`src/rtl/pfd_pkg.sv`:
```
package pfd_pkg;
  typedef enum logic [3:0] {
    TL_HIZ  = 4'd0,
    TL_LO   = 4'd1,
    TL_HI   = 4'd2,
    TL_PP0  = 4'd3,
    TL_PP1  = 4'd4,
    TL_PPB  = 4'd5,
    TL_OD0  = 4'd6,
    TL_OD1  = 4'd7,
    TL_ODB  = 4'd8,
    TL_DLD  = 4'd9,
    TL_MR0  = 4'd10,
    TL_MN0  = 4'd11,
    TL_MR1  = 4'd12,
    TL_MN1  = 4'd13,
    TL_RSV0 = 4'd14,
    TL_RSV1 = 4'd15
  } tl_sel_e;

  function automatic logic is_open_drain(input logic [3:0] code);
    return (code == TL_OD0) || (code == TL_OD1) || (code == TL_ODB);
  endfunction
endpackage

```
`src/rtl/pfd_core.sv`:
```
module pfd_core #(
  parameter int HOLD = 2
) (
  input  logic clk,
  input  logic rst,
  input  logic ref_i,
  input  logic fb_i,
  input  logic pol_i,
  output logic up_o,
  output logic dn_o,
  output logic active_o
);
  localparam int CNT_W = (HOLD > 1) ? $clog2(HOLD) : 1;

  logic             up_q, dn_q;
  logic [CNT_W-1:0] hold_cnt;
  logic             both;

  assign both     = up_q & dn_q;
  assign active_o = up_q | dn_q;

  always_ff @(posedge clk) begin
    if (rst) begin
      up_q     <= 1'b0;
      dn_q     <= 1'b0;
      hold_cnt <= '0;
    end else if (both) begin
      if (hold_cnt == CNT_W'(HOLD - 1)) begin
        up_q     <= 1'b0;
        dn_q     <= 1'b0;
        hold_cnt <= '0;
      end else begin
        hold_cnt <= hold_cnt + 1'b1;
      end
    end else begin
      up_q <= up_q | ref_i;
      dn_q <= dn_q | fb_i;
    end
  end

  always_ff @(posedge clk) begin
    if (rst) begin
      up_o <= 1'b0;
      dn_o <= 1'b0;
    end else begin
      up_o <= pol_i ? up_q : dn_q;
      dn_o <= pol_i ? dn_q : up_q;
    end
  end

  a_r1_ref_sets_up: assert property (@(posedge clk) disable iff (rst)
    (!both && ref_i) |=> up_q);
  a_r1_fb_sets_dn: assert property (@(posedge clk) disable iff (rst)
    (!both && fb_i) |=> dn_q);
  a_r3_pos_polarity: assert property (@(posedge clk) disable iff (rst)
    pol_i |=> (up_o == $past(up_q)) && (dn_o == $past(dn_q)));
  a_r3_neg_polarity: assert property (@(posedge clk) disable iff (rst)
    !pol_i |=> (up_o == $past(dn_q)) && (dn_o == $past(up_q)));

  generate
    if (HOLD > 1) begin : g_minw
      a_r2_min_width: assert property (@(posedge clk) disable iff (rst)
        $rose(up_q && dn_q) |=> (up_q && dn_q));
    end
  endgenerate
endmodule

```
`src/rtl/lock_filter.sv`:
```
module lock_filter #(
  parameter int HOLD  = 2,
  parameter int TOL   = 0,
  parameter int LOCKN = 4
) (
  input  logic clk,
  input  logic rst,
  input  logic active_i,
  output logic lock_o
);
  localparam int LIMIT   = HOLD + TOL;
  localparam int RUN_MAX = LIMIT + 1;
  localparam int RUN_W   = $clog2(RUN_MAX + 1);
  localparam int GOOD_W  = $clog2(LOCKN + 1);

  logic [RUN_W-1:0]  run_q;
  logic [GOOD_W-1:0] good_q;

  always_ff @(posedge clk) begin
    if (rst) begin
      run_q  <= '0;
      good_q <= '0;
      lock_o <= 1'b0;
    end else if (active_i) begin
      if (run_q != RUN_W'(RUN_MAX)) run_q <= run_q + 1'b1;
    end else if (run_q != '0) begin
      run_q <= '0;
      if (run_q <= RUN_W'(LIMIT)) begin
        if (good_q != GOOD_W'(LOCKN)) good_q <= good_q + 1'b1;
        if (good_q >= GOOD_W'(LOCKN - 1)) lock_o <= 1'b1;
      end else begin
        good_q <= '0;
        lock_o <= 1'b0;
      end
    end
  end

  a_r7_long_window_drops: assert property (@(posedge clk) disable iff (rst)
    (!active_i && (run_q > RUN_W'(LIMIT))) |=> !lock_o);
  a_r7_lock_only_at_window_end: assert property (@(posedge clk) disable iff (rst)
    (active_i && !lock_o) |=> !lock_o);
endmodule

```
`src/rtl/tl_mux.sv`:
```
module tl_mux
  import pfd_pkg::*;
(
  input  logic       clk,
  input  logic       rst,
  input  logic [3:0] sel_i,
  input  logic       pdn_i,
  input  logic [1:0] idle_i,
  input  logic       dlock_i,
  input  logic [1:0] ref_i,
  input  logic [1:0] fb_i,
  output logic       data_o,
  output logic       oe_o
);
  logic d_n, oe_n;

  always_comb begin
    d_n  = 1'b0;
    oe_n = 1'b1;
    case (tl_sel_e'(sel_i))
      TL_HIZ:  oe_n = 1'b0;
      TL_LO:   d_n  = 1'b0;
      TL_HI:   d_n  = 1'b1;
      TL_PP0:  d_n  = idle_i[0];
      TL_PP1:  d_n  = idle_i[1];
      TL_PPB:  d_n  = &idle_i;
      TL_OD0:  begin d_n = idle_i[0]; oe_n = ~idle_i[0]; end
      TL_OD1:  begin d_n = idle_i[1]; oe_n = ~idle_i[1]; end
      TL_ODB:  begin d_n = &idle_i;   oe_n = ~(&idle_i); end
      TL_DLD:  d_n  = dlock_i;
      TL_MR0:  d_n  = ref_i[0];
      TL_MN0:  d_n  = fb_i[0];
      TL_MR1:  d_n  = ref_i[1];
      TL_MN1:  d_n  = fb_i[1];
      default: oe_n = 1'b0;
    endcase
  end

  always_ff @(posedge clk) begin
    if (rst || pdn_i) begin
      data_o <= 1'b0;
      oe_o   <= 1'b0;
    end else begin
      data_o <= d_n;
      oe_o   <= oe_n;
    end
  end

  a_r9_pdn_release: assert property (@(posedge clk) disable iff (rst)
    pdn_i |=> (!oe_o && !data_o));
  a_r6_open_drain: assert property (@(posedge clk) disable iff (rst)
    (!pdn_i && is_open_drain(sel_i)) |=> (oe_o != data_o));
  a_r8_hiz_code: assert property (@(posedge clk) disable iff (rst)
    (!pdn_i && (sel_i == TL_HIZ)) |=> !oe_o);
  a_r5_push_pull: assert property (@(posedge clk) disable iff (rst)
    (!pdn_i && (sel_i >= 4'd3) && (sel_i <= 4'd5)) |=> oe_o);
endmodule

```
`src/rtl/dual_pfd_lockmux.sv`:
```
module dual_pfd_lockmux #(
  parameter int HOLD  = 2,
  parameter int TOL   = 0,
  parameter int LOCKN = 4
) (
  input  logic       clk,
  input  logic       rst,
  input  logic [1:0] ref_pulse,
  input  logic [1:0] fb_pulse,
  input  logic [1:0] cp_pol,
  input  logic [1:0] cp_gain,
  input  logic [3:0] fsel,
  input  logic       pdn,
  output logic [1:0] pump_up,
  output logic [1:0] pump_dn,
  output logic [1:0] gain_q,
  output logic       tl_data,
  output logic       tl_oe
);
  localparam int NCH = 2;

  logic [NCH-1:0] active;
  logic [NCH-1:0] lock_f;

  generate
    for (genvar g = 0; g < NCH; g++) begin : g_ch
      pfd_core #(.HOLD(HOLD)) u_pfd (
        .clk      (clk),
        .rst      (rst),
        .ref_i    (ref_pulse[g]),
        .fb_i     (fb_pulse[g]),
        .pol_i    (cp_pol[g]),
        .up_o     (pump_up[g]),
        .dn_o     (pump_dn[g]),
        .active_o (active[g])
      );
      lock_filter #(.HOLD(HOLD), .TOL(TOL), .LOCKN(LOCKN)) u_filt (
        .clk      (clk),
        .rst      (rst),
        .active_i (active[g]),
        .lock_o   (lock_f[g])
      );
    end
  endgenerate

  always_ff @(posedge clk) begin
    if (rst) gain_q <= '0;
    else     gain_q <= cp_gain;
  end

  tl_mux u_mux (
    .clk     (clk),
    .rst     (rst),
    .sel_i   (fsel),
    .pdn_i   (pdn),
    .idle_i  (~active),
    .dlock_i (&lock_f),
    .ref_i   (ref_pulse),
    .fb_i    (fb_pulse),
    .data_o  (tl_data),
    .oe_o    (tl_oe)
  );

  a_r4_gain_delay: assert property (@(posedge clk) disable iff (rst)
    1'b1 |=> (gain_q == $past(cp_gain)));
  a_r10_reset_clears: assert property (@(posedge clk)
    rst |=> (pump_up == 2'b00) && (pump_dn == 2'b00) && !tl_oe && (gain_q == 2'b00));
endmodule

```
`config.mk`:
```
export PLATFORM = sky130hd
export DESIGN_NAME = dual_pfd_lockmux
export DESIGN_NICKNAME = d
export VERILOG_FILES = /design/src/rtl/pfd_pkg.sv /design/src/rtl/pfd_core.sv /design/src/rtl/lock_filter.sv /design/src/rtl/tl_mux.sv /design/src/rtl/dual_pfd_lockmux.sv
export SDC_FILE = /design/constraint.sdc
export NUM_CORES = 1
export LEC_CHECK = 0
export BUFFER_PORTS_ARGS = -buffer_cell sky130_fd_sc_hd__buf_4
export CAP_MARGIN = 40
export CORE_MARGIN = 5
export CORE_UTILIZATION = 55
export DETAILED_ROUTE_END_ITERATION = 6
export PLACE_DENSITY = 0.78
export RECOVER_POWER = 100
export SKIP_CTS_REPAIR_TIMING = 1
export SYNTH_ARGS = -nofsm -noshare
export SYNTH_HDL_FRONTEND = slang
export SYNTH_HIERARCHICAL = 1
export SYNTH_SLANG_ARGS = --single-unit
```
`constraint.sdc`:
```
create_clock -name clk -period 1.9 [get_ports clk]
set_input_delay 0.38 -clock clk [delete_from_list [all_inputs] [get_ports clk]]
set_output_delay 0.38 -clock clk [all_outputs]
set_load 0.03 [all_outputs]
```
==> impl_results.md <==
- Nets: 205
- IR drop worst, VDD: 0.533 mV
- Setup-failing EPs final: 0
- Die height: 61.3 µm
- Worst hold start: cp_gain[1]
- Final Cycle Share: 90.0%
- Worst Hold Class: in2reg
- Power Dens Cells: 712 mW/mm²
- Post-route worst setup slack: 0.190 ns
- R2R setup slack: 0.19 ns
- Clock Pin Slew Worst Setup and Hold Paths: 0.14 ns
- Area occupied by multi-input gates: 811 µm²
- Worst reg2reg path endpoint: u_mux/oe_o
- TritonCTS buffer count: 3
- R2R cell count: 6
- Peak Freq: 0.585 GHz
- # rows: 18
- Tmin final: 1.71 ns
- DRC Markers: 0
- I/O pins: 23
- CTS tree: yes
- Worst EP required: 2.12 ns
- Netlist cell types: 35
- Synthesis-to-finish area growth: 9.77%
- Initial DRC Count: 8
- Largest net degree at the start of global routing: 26
- Max_slew headroom: 26.1%
- Max FO, Critical Path: 8
- Maxcap violations: 0
- Detail Route Antenna Nets: 0
- Critical setup path kind: reg2reg
- Status: completed
- Grt total ovfl: 0
- Top-area cell type share of the netlist area: 36.0%
- Clock sink count: 26
- Drt via density: 5.59
- Synth Instances: 157
- Setup TNS: 0 ns
- Via Count: 1,169
- Final std cells w/o fill: 209
- WP buf/inv: 1
- Mapped Area: 0.00145 mm²
- CP Launch Type: flip-flop
- Largest stage delay on the critical path: 0.39 ns
- Most frequent cells in the layout: dfxtp_1, nor2_1, inv_1, a21oi_1, buf_4
- Clk_lat worst skew: 0.31 ns
- Core footprint: 0.00250 mm²
- CTS root buf: clkbuf_4
- Yosys warnings: 6
- Top cells by area, synth: dfxtp_1, ha_1, a21oi_1
- Syn Area/Cell: 9.22 µm²
- Leak: 0.661 nW
- Hold path cells: 2
- Worst Skew: 0.00330 ns
- Critical Path Sink Type: flip-flop
- Global Route Usage Sum: 16.0%
- Port Buffers: 22
- Routed len/inst: 12.9 µm
- Commonest non-fill, non-tap cell in the layout: dfxtp_1
- Vias in the first global route: 1,134
- Tightest Pin Transition: 1.11 ns
- Gpl congestion: 0.752
- CP Cell Sequence: or2_2 -> inv_1 -> nand2_1 -> a211oi_1 -> a31oi_1 -> o221a_2
- Die area: 0.00376 mm²
- 1st-pass router iterations: 4
- Starting density of the core: 57.9%
- Slowest-stage cell, CP: dfxtp_1
- Clock tree buffer depth: 2
- Layout cells sized above 1: 16.8%
- R2r startpoint: g_ch[1].u_pfd/dn_q
- Storage element area: 520 µm²
- Flops & latches, synth: 26
- DP HPWL: 2.06 mm
- Place WS: 0.210 ns
- DP Cell Count: 205
- RSZ-0062 raised after global routing: false
- Initial antenna violation count: 0
- CP top delay family: compound AO/OA/AOI/OAI gates
- Layout filler cell count: 219
- Dominant cell type by area after synthesis: dfxtp_1
- Worst hold endpoint: gain_q[1]
- Antenna diode count: 0
- Pins Over Slew Limit: 0
- Fin. Hold Viols: 0
- Arr. time, crit path: 1.93 ns
- First-pass GRT wire length: 4.60 mm
- Net Count, Synth: 182
- Drt total wl: 2.70 mm
- Die width: 61.3 µm
- Post-synthesis sequential area ratio: 36.0%
- Htree depth: 1
==> worst max path at each step <==
stage                             startpoint    endpoint  slack [ns]  depth (start not counted)
after floorplan           g_ch[1].u_pfd/dn_q  u_mux/oe_o        0.33                          6
final                     g_ch[1].u_pfd/dn_q  u_mux/oe_o        0.19                          6
after detailed placement  g_ch[1].u_pfd/dn_q  u_mux/oe_o        0.21                          6
after global placement    g_ch[1].u_pfd/dn_q  u_mux/oe_o        0.29                          6
after global routing      g_ch[1].u_pfd/dn_q  u_mux/oe_o        0.08                          6
after CTS                 g_ch[1].u_pfd/dn_q  u_mux/oe_o        0.19                          6
==> cell usage after synthesis, drive strengths merged <==
cell type	number
a21oi	14
or3	1
nand3b	3
and3	2
nand3	2
ha	10
and3b	2
a2111oi	2
nor2b	4
nor3b	2
nand2	10
o221a	1
a31oi	1
o31ai	4
a211oi	5
nor2	19
dfxtp	26
or2	2
a211o	2
o21ai	1
a32oi	2
a21bo	2
nor4	1
and2	1
mux2	2
a311oi	3
mux2i	6
inv	14
buf	4
nor3	6
nand2b	2
nor4b	1
==> state kept, by name, indices dropped and copies added, names as in the netlist, 2 cells and up <==
name                 flops
g_ch.u_pfd/up_q          2
g_ch.u_filt/lock_o       2
g_ch.u_filt/run_q        4
g_ch.u_filt/good_q       6
g_ch.u_pfd/hold_cnt      2
g_ch.u_pfd/dn_q          2
gain_q                   2
g_ch.u_pfd/up_o          2
g_ch.u_pfd/dn_o          2
==> logic make-up after synthesis <==
kind of cell | count (synthesis) | share of synthesized area (%)
AO/OA/AOI/OAI | 37 | 21.8
adder cells (fa/ha/maj) | 10 | 8.64
buffers and inverters | 18 | 5.88
AND/OR/NAND/NOR | 58 | 22.0
flip-flops | 26 | 36.0
multiplexers | 8 | 5.70
==> stage by stage <==
stage | power (mW) | util (%) | hold slack (ns) | cell area (µm²)
final | 1.13 | 63.6 | 0.269 | 1590
after global routing | 1.20 | 63.6 | 0.259 | 1590
after CTS | 1.17 | 66.2 | 0.261 | 1650
after detailed placement | 0.897 | 64.7 | 0.507 | 1620
after global placement | 0.880 | 64.7 | 0.497 | 1620
after floorplan | 0.817 | - | 0.448 | 1450
==> cell type report <==
type | instances | share of cell area [%]
multi-input cells | 113 | 51.0
flip-flops and latches | 26 | 32.8
repair buffers | 22 | 8.27
inverters | 14 | 3.31
well taps | 30 | 2.36
clock buffers | 4 | 2.28
==> metal layers <==
layer,track usage (%),part of all wire (%),up-vias
met3,2.94,3.0,2
met4,5.88,0.71,0
met2,30.4,53,16
met1,17.5,44,547
met5,0,0,-
li1,-,-,604
==> where the power goes <==
group	total, mW	internal [mW]	leakage (nW)	switching (mW)
Clock	0.275	0.117	0.0210	0.158
Sequential	0.612	0.580	0.214	0.0314
Combinational	0.245	0.103	0.426	0.141
==> worst register-to-register path, stage by stage (launching register included) <==
cell and delay (ns):
dfxtp_1 0.39, or2_2 0.39, inv_1 0.19, nand2_1 0.08
a211oi_1 0.24, a31oi_1 0.07, o221a_2 0.26
Power figures use the tool's default switching activity.
